`src/rtl/csu_pkg.sv`:
```
package csu_pkg;

    localparam int CSU_NCH  = 4;
    localparam int CSU_AW   = 32;
    localparam int CSU_TAGW = 8;
    localparam int CSU_WSW  = 4;
    localparam int CSU_PSW  = 2;

    typedef enum logic [1:0] {
        DIR_NONE = 2'b00,
        DIR_RD   = 2'b01,
        DIR_WR   = 2'b10,
        DIR_ANY  = 2'b11
    } dir_opt_e;

    typedef enum logic [1:0] {
        ACC_NONE = 2'b00,
        ACC_DATA = 2'b01,
        ACC_INSN = 2'b10,
        ACC_ANY  = 2'b11
    } acc_opt_e;

    // One channel configuration word, MSB first.
    typedef struct packed {
        acc_opt_e               acc;
        dir_opt_e               dir;
        logic                   wr_en;
        logic [CSU_PSW-1:0]     psize;
        logic [CSU_WSW-1:0]     wws;
        logic [CSU_WSW-1:0]     ws;
        logic                   term_en;
        logic                   en;
    } chan_cfg_t;

    localparam int CSU_CFGW = $bits(chan_cfg_t);

    // Attributes held for the duration of an active cycle.
    typedef struct packed {
        logic                   term_en;
        logic                   wr_en;
        logic [CSU_PSW-1:0]     psize;
    } act_attr_t;

    function automatic logic dir_allows(input dir_opt_e d, input logic is_read);
        return is_read ? d[0] : d[1];
    endfunction

    function automatic logic acc_allows(input acc_opt_e a, input logic is_insn);
        return is_insn ? a[1] : a[0];
    endfunction

    function automatic logic [CSU_WSW-1:0] wait_load(input chan_cfg_t c, input logic is_read);
        return is_read ? c.ws : c.wws;
    endfunction

    function automatic act_attr_t attr_of(input chan_cfg_t c);
        act_attr_t a;
        a.term_en = c.term_en;
        a.wr_en   = c.wr_en;
        a.psize   = c.psize;
        return a;
    endfunction

endpackage

```
`src/rtl/csu_cfg_regs.sv`:
```
module csu_cfg_regs
    import csu_pkg::*;
#(
    parameter int NCH = CSU_NCH,
    localparam int IW = (NCH > 1) ? $clog2(NCH) : 1
) (
    input  logic                  clk,
    input  logic                  rst,
    input  logic                  we,
    input  logic [IW-1:0]         sel,
    input  chan_cfg_t             wdata,
    output chan_cfg_t [NCH-1:0]   cfg_o
);

    for (genvar i = 0; i < NCH; i++) begin : g_reg
        always_ff @(posedge clk) begin
            if (rst) begin
                cfg_o[i] <= '0;
            end else if (we && sel == IW'(i)) begin
                cfg_o[i] <= wdata;
            end
        end
    end

endmodule

```
`src/rtl/csu_match.sv`:
```
module csu_match
    import csu_pkg::*;
#(
    parameter int NCH  = CSU_NCH,
    parameter int AW   = CSU_AW,
    parameter int TAGW = CSU_TAGW,
    parameter logic [NCH*TAGW-1:0] BASES = 32'h43424140,
    localparam int IW = (NCH > 1) ? $clog2(NCH) : 1
) (
    input  chan_cfg_t [NCH-1:0]   cfg,
    input  logic [AW-1:0]         addr,
    input  logic                  is_read,
    input  logic                  is_insn,
    output logic [NCH-1:0]        hit_vec,
    output logic                  win_any,
    output logic [IW-1:0]         win_idx
);

    localparam logic [AW-1:0] TAG_MASK = {{TAGW{1'b1}}, {(AW-TAGW){1'b0}}};

    for (genvar i = 0; i < NCH; i++) begin : g_cmp
        logic [AW-1:0] base_full;
        logic          addr_ok;
        logic          opt_ok;
        assign base_full  = {BASES[i*TAGW +: TAGW], {(AW-TAGW){1'b0}}};
        assign addr_ok    = ((addr ^ base_full) & TAG_MASK) == '0;
        assign opt_ok     = dir_allows(cfg[i].dir, is_read) && acc_allows(cfg[i].acc, is_insn);
        assign hit_vec[i] = cfg[i].en && addr_ok && opt_ok;
    end

    // Fixed priority: the lowest index wins.
    always_comb begin
        win_idx = '0;
        for (int j = NCH - 1; j >= 0; j--) begin
            if (hit_vec[j]) win_idx = IW'(j);
        end
    end

    assign win_any = |hit_vec;

endmodule

```
`src/rtl/csu_wait_ctrl.sv`:
```
module csu_wait_ctrl
    import csu_pkg::*;
#(
    parameter int NCH = CSU_NCH,
    parameter int WSW = CSU_WSW,
    localparam int IW = (NCH > 1) ? $clog2(NCH) : 1
) (
    input  logic            clk,
    input  logic            rst,
    input  logic            start,
    input  logic            hit_any,
    input  logic [IW-1:0]   hit_idx,
    input  logic [WSW-1:0]  load_cnt,
    input  act_attr_t       hit_attr,
    input  logic            ext_ta,
    output logic            busy_o,
    output logic [IW-1:0]   idx_o,
    output act_attr_t       attr_o,
    output logic            int_ta_o
);

    logic [WSW-1:0] cnt_q;

    always_ff @(posedge clk) begin
        if (rst) begin
            busy_o   <= 1'b0;
            idx_o    <= '0;
            attr_o   <= '0;
            cnt_q    <= '0;
            int_ta_o <= 1'b0;
        end else if (!busy_o) begin
            int_ta_o <= 1'b0;
            if (start && hit_any) begin
                busy_o <= 1'b1;
                idx_o  <= hit_idx;
                attr_o <= hit_attr;
                cnt_q  <= load_cnt;
            end
        end else if (ext_ta || int_ta_o) begin
            busy_o   <= 1'b0;
            int_ta_o <= 1'b0;
        end else begin
            if (cnt_q != '0) cnt_q <= cnt_q - 1'b1;
            int_ta_o <= attr_o.term_en && (cnt_q == '0);
        end
    end

    // the termination pulse lasts exactly one clock
    assert_ta_single_R8: assert property (@(posedge clk) disable iff (rst)
        int_ta_o |=> !int_ta_o);

    // the cycle is released right after the termination pulse
    assert_release_after_ta_R10: assert property (@(posedge clk) disable iff (rst)
        int_ta_o |=> !busy_o);

    // an external acknowledge ends the cycle with no internal pulse after it
    assert_ext_end_R9: assert property (@(posedge clk) disable iff (rst)
        (busy_o && ext_ta && !int_ta_o) |=> (!busy_o && !int_ta_o));

    // an idle unit stays idle unless a matching start arrives
    assert_idle_hold_R6: assert property (@(posedge clk) disable iff (rst)
        (!busy_o && !(start && hit_any)) |=> !busy_o);

    // no termination pulse for a cycle captured without termination enable
    assert_no_int_ta_R7: assert property (@(posedge clk) disable iff (rst)
        (busy_o && !attr_o.term_en) |=> !int_ta_o);

endmodule

```
`src/rtl/chip_select_unit.sv`:
```
module chip_select_unit
    import csu_pkg::*;
#(
    parameter int NCH  = CSU_NCH,
    parameter int AW   = CSU_AW,
    parameter int TAGW = CSU_TAGW,
    parameter logic [NCH*TAGW-1:0] BASES = 32'h43424140,
    localparam int IW   = (NCH > 1) ? $clog2(NCH) : 1,
    localparam int CFGW = CSU_CFGW
) (
    input  logic                clk,
    input  logic                rst,
    input  logic                cfg_we,
    input  logic [IW-1:0]       cfg_sel,
    input  logic [CFGW-1:0]     cfg_wdata,
    input  logic                cyc_start,
    input  logic [AW-1:0]       cyc_addr,
    input  logic                cyc_read,
    input  logic                cyc_insn,
    input  logic                ext_ta,
    output logic [NCH-1:0]      cs_n,
    output logic                int_ta,
    output logic [CSU_PSW-1:0]  act_psize,
    output logic                act_wr_en
);

    chan_cfg_t [NCH-1:0] cfg;
    logic [NCH-1:0]      hit_vec;
    logic                win_any;
    logic [IW-1:0]       win_idx;
    chan_cfg_t           win_cfg;
    logic                busy;
    logic [IW-1:0]       act_idx;
    act_attr_t           act_attr;

    csu_cfg_regs #(.NCH(NCH)) u_regs (
        .clk   (clk),
        .rst   (rst),
        .we    (cfg_we),
        .sel   (cfg_sel),
        .wdata (chan_cfg_t'(cfg_wdata)),
        .cfg_o (cfg)
    );

    csu_match #(.NCH(NCH), .AW(AW), .TAGW(TAGW), .BASES(BASES)) u_match (
        .cfg     (cfg),
        .addr    (cyc_addr),
        .is_read (cyc_read),
        .is_insn (cyc_insn),
        .hit_vec (hit_vec),
        .win_any (win_any),
        .win_idx (win_idx)
    );

    assign win_cfg = cfg[win_idx];

    csu_wait_ctrl #(.NCH(NCH), .WSW(CSU_WSW)) u_wait (
        .clk      (clk),
        .rst      (rst),
        .start    (cyc_start),
        .hit_any  (win_any),
        .hit_idx  (win_idx),
        .load_cnt (wait_load(win_cfg, cyc_read)),
        .hit_attr (attr_of(win_cfg)),
        .ext_ta   (ext_ta),
        .busy_o   (busy),
        .idx_o    (act_idx),
        .attr_o   (act_attr),
        .int_ta_o (int_ta)
    );

    for (genvar i = 0; i < NCH; i++) begin : g_cs
        assign cs_n[i] = ~(busy && act_idx == IW'(i) && cfg[i].en);
    end

    assign act_psize = busy ? act_attr.psize : '0;
    assign act_wr_en = busy && act_attr.wr_en;

    // never more than one chip enable low
    assert_single_cs_R5: assert property (@(posedge clk) disable iff (rst)
        $onehot0(~cs_n));

    // attribute outputs rest at zero when no chip enable is low
    assert_idle_attrs_R11: assert property (@(posedge clk) disable iff (rst)
        (&cs_n && !busy) |-> (act_psize == '0 && !act_wr_en));

    // the cycle after reset has every chip enable high
    assert_reset_idle_R1: assert property (@(posedge clk)
        $fell(rst) |-> (&cs_n && !int_ta));

    // a chip enable falls only for a start whose tag matched
    assert_cs_needs_start_R2: assert property (@(posedge clk) disable iff (rst)
        (&cs_n && !busy && !(cyc_start && win_any)) |=> &cs_n);

endmodule

```
`config.mk`:
```
export PLATFORM = sky130hd
export DESIGN_NAME = chip_select_unit
export DESIGN_NICKNAME = d
export VERILOG_FILES = /design/src/rtl/csu_pkg.sv /design/src/rtl/csu_cfg_regs.sv /design/src/rtl/csu_match.sv /design/src/rtl/csu_wait_ctrl.sv /design/src/rtl/chip_select_unit.sv
export SDC_FILE = /design/constraint.sdc
export NUM_CORES = 1
export LEC_CHECK = 0
export BUFFER_PORTS_ARGS = -buffer_cell sky130_fd_sc_hd__buf_2
export CAP_MARGIN = 20
export CORE_MARGIN = 2
export CORE_UTILIZATION = 59
export CTS_CLUSTER_SIZE = 14
export DETAILED_ROUTE_END_ITERATION = 6
export PLACE_DENSITY = 0.84
export SYNTH_ARGS = -nofsm -noshare
export SYNTH_HDL_FRONTEND = slang
export SYNTH_SLANG_ARGS = --single-unit
```
`constraint.sdc`:
```
create_clock -name clk -period 5 [get_ports clk]
set_clock_uncertainty 0.1 [all_clocks]
set_input_delay 0.5 -clock clk [delete_from_list [all_inputs] [get_ports clk]]
set_output_delay 0.5 -clock clk [all_outputs]
set_load 0.01 [all_outputs]
```
**Word-level counts from Yosys, hierarchy flattened**

Index checks and enable logic that the tools add are counted.

- Output and inout port bits: 8
- Bits in registers: 80

- Multiplexer cells: 23
- Bitwise gates (word level): 9
- Add/sub/neg operators: 1
- Equality and inequality tests: 8
- Magnitude comparators: 1
- Reductions and logical operators: 41

Operators with widths:

| cell | count |
|---|---|
| 32-bit zero test | 4 |
| 17-bit binary-select mux with 2-bit select | 1 |
| 1-bit logical AND | 27 |
| 4-bit 2-to-1 mux | 5 |
| 13-bit 2-to-1 mux | 1 |
| 1-bit 2-to-1 mux | 11 |
| 2-bit 2-to-1 mux | 5 |
| 2-bit equality test (second input constant) | 4 |
| 1-bit NOT | 6 |
| 2-bit by 1-bit equality test with 1-bit output (second input constant) | 2 |
| 2-bit zero test | 2 |
| 4-bit zero test | 1 |
| 2-bit != test (second input constant) | 2 |
| 2-bit NOT | 2 |
| 4-bit nonzero test | 1 |
| 4-bit OR reduction | 1 |
| 4-bit by 1-bit subtractor with 4-bit output (second input constant) | 1 |
| 2-bit by 3-bit less-than comparator with 1-bit output (second input constant) | 1 |
| 3-bit NOT | 1 |
| 3-bit AND reduction | 1 |
| 3-bit OR reduction | 1 |
| 2-bit AND reduction | 1 |
| 2-bit nonzero test | 1 |
| 1-bit logical OR | 1 |

**Logic depth before layout (Yosys ltp)**

- Depth after elaboration: 13
- Mapped depth: 10
- Gate-level depth less buffers: 6

**Modules after synthesis**

Synthesis repeated with hierarchy kept, for this count alone.

- Cell total of the unflattened synthesis: 354
- Area, all modules: 3,922.5 um^2

Modules (own cells, without submodules):

| module | instances | area an instance (um^2) | cells each |
|---|---|---|---|
| csu_cfg_regs | 1 | 2,720.1 | 244 |
| csu_wait_ctrl | 1 | 566.8 | 57 |
| chip_select_unit | 1 | 431.7 | 27 |
| csu_match | 1 | 203.9 | 26 |

**Worst setup path after synthesis**

No wires, ideal clock.

- Kind: input port to flip-flop
- Start point: input port cyc_read
- End point: register u_wait.cnt_q[1]
- Data required time: 4.830 ns
- Data arrival time: 2.297 ns
- Path buffers: 3
- Slack: 2.533 ns
- Stages on the path: 9
- Cells stage by stage: buf_6 mux2i_1 or3_1 buf_6 a21o_2 buf_4 mux2i_1 mux4_1 a21oi_1

- Longest elaborated chain between the ends: 12
- Elaborated cells between the ends (all ways): 25
- Classes of those cells: mux (13); reduce/logical (12)

RTL lines:

| element | RTL line | source |
|---|---|---|
| start: declaration | chip_select_unit.sv:18 | `input logic cyc_read,` |
| 1-bit 2-to-1 mux | csu_pkg.sv:45 | `return is_read ? d[0] : d[1];` |
| 1-bit logical AND | csu_match.sv:27 | `assign opt_ok = dir_allows(cfg[i].dir, is_read) && acc_allows(cfg[i].acc, is_insn);` |
| 1-bit logical AND | csu_match.sv:28 | `assign hit_vec[i] = cfg[i].en && addr_ok && opt_ok;` |
| 2-bit 2-to-1 mux (4 in series) | csu_match.sv:35 | `if (hit_vec[j]) win_idx = IW'(j);` |
| 17-bit binary-select mux with 2-bit select | chip_select_unit.sv:55 | `assign win_cfg = cfg[win_idx];` |
| 13-bit 2-to-1 mux (not written as such) | chip_select_unit.sv:55 |  |
| 4-bit 2-to-1 mux | csu_pkg.sv:53 | `return is_read ? c.ws : c.wws;` |
| 4-bit 2-to-1 mux | csu_wait_ctrl.sv:33 | `if (start && hit_any) begin` |
| 4-bit 2-to-1 mux | csu_wait_ctrl.sv:31 | `end else if (!busy_o) begin` |
| end signal: assignment | csu_wait_ctrl.sv:37 | `cnt_q <= load_cnt;` |
| end signal: assignment | csu_wait_ctrl.sv:43 | `if (cnt_q != '0) cnt_q <= cnt_q - 1'b1;` |
| end: declaration | csu_wait_ctrl.sv:22 | `logic [WSW-1:0] cnt_q;` |

Parallel ways exist; a longest one is shown, timed or not. The select of a mux whose other input is x is not followed.
A chain may end at the register's enable or synchronous reset.

**Worst setup path in the final report**

Same ends and word-level chain as after synthesis.

==> results.md <==
- The flow ran to the end, and the final reports show no timing, DRC or antenna violations.
- The number of enable flip-flop cells after synthesis is 0.
- The number of detailed-routing iterations run before antenna repair is 5.
- The arrival time at the worst endpoint is 2.86 ns.
- The share of the yosys chip area belonging to registers is around 44%.
- The count of synthesis-stage warnings from yosys is 0.
- The instance count after placement with tap cells included is roughly 530.
- The sink count of the clock tree is 80.
- The number of top-level design ports is 66.
- For the finished layout, the period the worst path requires is 2.66 ns.
- The met3 usage is between 4 and 5%.
- The cell area after synthesis is ~3600 µm².
- Across the VDD grid, the largest voltage drop is about 0.24 mV.
- After detailed routing, the average wire length per cell comes to 16.1 µm.
- The antenna diode count is 0.
- The met1 demand-to-capacity share in global routing is 36.3%.
- The floorplan step defined a die boundary enclosing between 6000 and 7000 µm².
- The die width is 82.1 µm.
- The final cycle utilization of the critical path is between 50% and 60%.
- After detailed routing, the number of remaining DRC violations is 0.
- The synthesized design contains 80 register bits.
- The tool flagged a number of max-cap violations equal to 0.
- The most common flop cell mapped by yosys is sky130_fd_sc_hd__dfxtp_1.
- Setup repair after global routing left no endpoint under its margin.
- The max-slew violation count came to 0.
- The maximum clock path buffer count is 2.
- Clock latency on the worst-skew pair, taken at its later pin, is around 0.35 ns.
- Synthesis handed over a netlist of between 400 and 500 instances.
- The wire length of the first global-routing pass is ~14,000 µm.
- Timing analysis after detailed placement gives a worst setup slack of ~2 ns.
- The via count of the first global-routing pass came to 2,968.
- TritonCTS built the clock tree.
- The total track usage is approximately 28%.
- After clock tree synthesis, the clock-pin slew on the worst setup and hold paths is roughly 0.080 ns.
- The most utilized layer in the global route result is met2.
- Routability-driven placement finished with a final weighted congestion of 0.825.
- The hold violation total from the final report is 0.
- CTS placed an instance of sky130_fd_sc_hd__clkbuf_8 at the clock tree root.
- The category of the critical setup timing path is in2reg.
- The type of origin of the critical path is a primary input.
- The relative area change from synthesis to final layout is 10.2%.
- The die is between 80 and 90 µm tall.
- The net count of the finished layout is about 520.
- Dividing total power by cell area gives a power density of 314 nW/µm².
- In this run the worst path has a maximum fanout of 13.
- The largest total area in the synthesized netlist belongs to sky130_fd_sc_hd__dfxtp_1.
- The clock tree synthesis step divided the H-tree into 3 levels.
- The met2 track demand over resource is approximately 46%.
- The pin slew with the least headroom to its limit is about 0.82 ns.
- The final wirelength is just under 9000 µm.
- Headroom to the max-slew limit came out at a little under half.
- Dividing the detail-routed via count by the number of cells gives ~5.9.
- For this design, the CTS-stage hold fixing added 0 buffers.
- The analysis attributes to cell leakage a power of 0.00142 µW.
- Detailed placement ended at an HPWL of about 5700 µm.
- The overflow left after global routing is 0.
- Once routing completed, OpenROAD measured the worst setup slack at 2.34 ns.
- The worst setup path is captured at a flop.
- The initial core utilization is between 60% and 70%.
- The data required time of the worst path is about 5.2 ns.
- The core box area is about 5900 µm².
- The floorplan has 28 rows.
- The number of nets handed over by synthesis was between 400 and 500.
- The number of setup buffers added after CTS is 0.
- The total negative setup slack is 0 ns.
- The initial antenna violation count is 0.
- The total of cells resized after clock tree synthesis is 0.
- Summing over every cut layer, the via total after detailed routing is 3,224.
- The worst min-delay path class is in2reg.
- Entering global routing, the biggest net connects between 70 and 80 pins.
- Setup violations remaining at the end of the flow were counted as 0.
- Summed over its instances, the top area cell type makes up 44.5% of the synthesized netlist area.
- Averaged over all synthesized cells, the footprint is slightly above 8 µm².
- The core occupancy in the finished layout is 67.0%.
- The number of antenna-violating nets in the routed design is 0.
- By area the synthesized netlist is led by sky130_fd_sc_hd__dfxtp_1, sky130_fd_sc_hd__nand2_1, sky130_fd_sc_hd__a21oi_1, sky130_fd_sc_hd__mux2i_1, sky130_fd_sc_hd__mux4_1.
- The number of library cell types mapped by synthesis is 46.
- The fraction of layout instances using a drive strength above 1 is 15.6%.
- During placement, the flow inserted port buffers numbering between 40 and 50.
- Once layout is complete, the cells apart from fillers number 543.
- Of all flip-flops after synthesis, the portion carrying an async set or reset was 0%.
- Counting the buffers created by CTS gives 9.
- The achievable frequency is between 300 and 400 MHz.
- The detailed router finished its first iteration with a little under 300 violations.
[routing by layer]
metal	part of all wire (%)	wire, µm
met1	43	3730
met2	48	4200
met3	6.8	596
met4	2.4	211
met5	0	0
[cell usage after synthesis (3+ instances only)]
cell / count
sky130_fd_sc_hd__nand3_1: 3
sky130_fd_sc_hd__or2_2: 3
sky130_fd_sc_hd__dfxtp_1: 80
sky130_fd_sc_hd__buf_6: 4
sky130_fd_sc_hd__a211o_1: 5
sky130_fd_sc_hd__nor2_1: 6
sky130_fd_sc_hd__nand2_1: 144
sky130_fd_sc_hd__a21oi_1: 83
sky130_fd_sc_hd__inv_1: 7
sky130_fd_sc_hd__and2_1: 4
sky130_fd_sc_hd__o21ai_0: 3
sky130_fd_sc_hd__mux4_1: 3
sky130_fd_sc_hd__clkbuf_1: 21
sky130_fd_sc_hd__mux2i_1: 23
sky130_fd_sc_hd__a211oi_1: 8
[cell usage in the layout (no fill, tap or decap), types with 2 or more instances in the layout]
cell                       Yosys  routed
sky130_fd_sc_hd__a211o_1       5       5
sky130_fd_sc_hd__a211oi_1      8       8
sky130_fd_sc_hd__a21o_2        2       2
sky130_fd_sc_hd__a21oi_1      83      83
sky130_fd_sc_hd__and2_1        4       4
sky130_fd_sc_hd__buf_2         1      41
sky130_fd_sc_hd__buf_4         2       3
sky130_fd_sc_hd__clkbuf_8      0      12
sky130_fd_sc_hd__clkinv_2      0       2
sky130_fd_sc_hd__dfxtp_1      80      80
sky130_fd_sc_hd__ha_1          2       2
sky130_fd_sc_hd__inv_1         7       7
sky130_fd_sc_hd__mux2_2        2       2
sky130_fd_sc_hd__mux2i_1      23      23
sky130_fd_sc_hd__mux4_1        3       3
sky130_fd_sc_hd__mux4_2        2       2
sky130_fd_sc_hd__nand2_1     144     144
sky130_fd_sc_hd__nand3_1       3       3
sky130_fd_sc_hd__nand3b_1      2       2
sky130_fd_sc_hd__nand4_1       2       2
sky130_fd_sc_hd__nand4b_1      2       2
sky130_fd_sc_hd__nor2_1        6       6
sky130_fd_sc_hd__nor3_1        2       2
sky130_fd_sc_hd__o21ai_0       3       3
sky130_fd_sc_hd__or2_2         3       3
sky130_fd_sc_hd__or3_1         2       2
[sequential cells by signal, summed over array words and instances (netlist names)]
| signal | flops |
|---|---|
| u_regs.cfg_o | 68 |
| u_wait.attr_o | 4 |
| u_wait.cnt_q | 4 |
| u_wait.idx_o | 2 |
| u_wait.busy_o | 1 |
| u_wait.int_ta_o | 1 |
[kinds of logic (layout without fill, tap and decap cells)]
group	after synthesis	after routing	share of synthesized area [%]
compound gates	108	108	17.0
fa+ha+maj	2	2	0.695
buf+inv	36	66	5.28
flops	80	80	44.5
mux	30	30	10.5
simple gates	182	182	22.1
[final cells by class]
type / count / area [µm²]
fillers: 503 / 1950
multi-input cells: 322 / 1810
flip-flops and latches: 80 / 1600
repair buffers: 44 / 228
clock buffers: 12 / 165
well taps: 75 / 93.8
clock inverters: 3 / 40.0
inverters: 7 / 26.3
[worst max-delay path: stages]
cell	delay, ns
sky130_fd_sc_hd__buf_2	0.26
sky130_fd_sc_hd__mux2i_1	0.12
sky130_fd_sc_hd__or3_1	0.53
sky130_fd_sc_hd__a21oi_4	0.58
sky130_fd_sc_hd__mux2i_1	0.18
sky130_fd_sc_hd__mux4_1	0.54
sky130_fd_sc_hd__a21oi_1	0.15
[power breakdown]
part	leakage, µW	internal, µW	switching [µW]
sequential	0.000649	655	9.50
clock	0.000108	267	226
combinational	0.000663	31.6	56.8
[worst paths after layout]
| path | start | end | slack (ns) | cells after the start |
|---|---|---|---|---|
| min reg2reg | u_regs.cfg_o[48] | u_regs.cfg_o[48] | 0.35 | 2 |
| min | cfg_wdata[7] | u_regs.cfg_o[7] | 0.31 | 3 |
| max reg2reg | u_regs.cfg_o[51] | u_wait.cnt_q[1] | 2.40 | 6 |
| max | cyc_read | u_wait.cnt_q[1] | 2.34 | 7 |
[per-stage QoR]
stage               total power [µW]  cell area, µm²  hold slack [ns]
floorplan                        730            3600            0.332
global placement                 761            3760            0.338
detailed placement               765            3760            0.345
CTS                             1240            3970            0.306
global route                    1290            3970            0.313
finish                          1250            3970            0.308
Note: power is estimated with default switching activity, not from simulation.
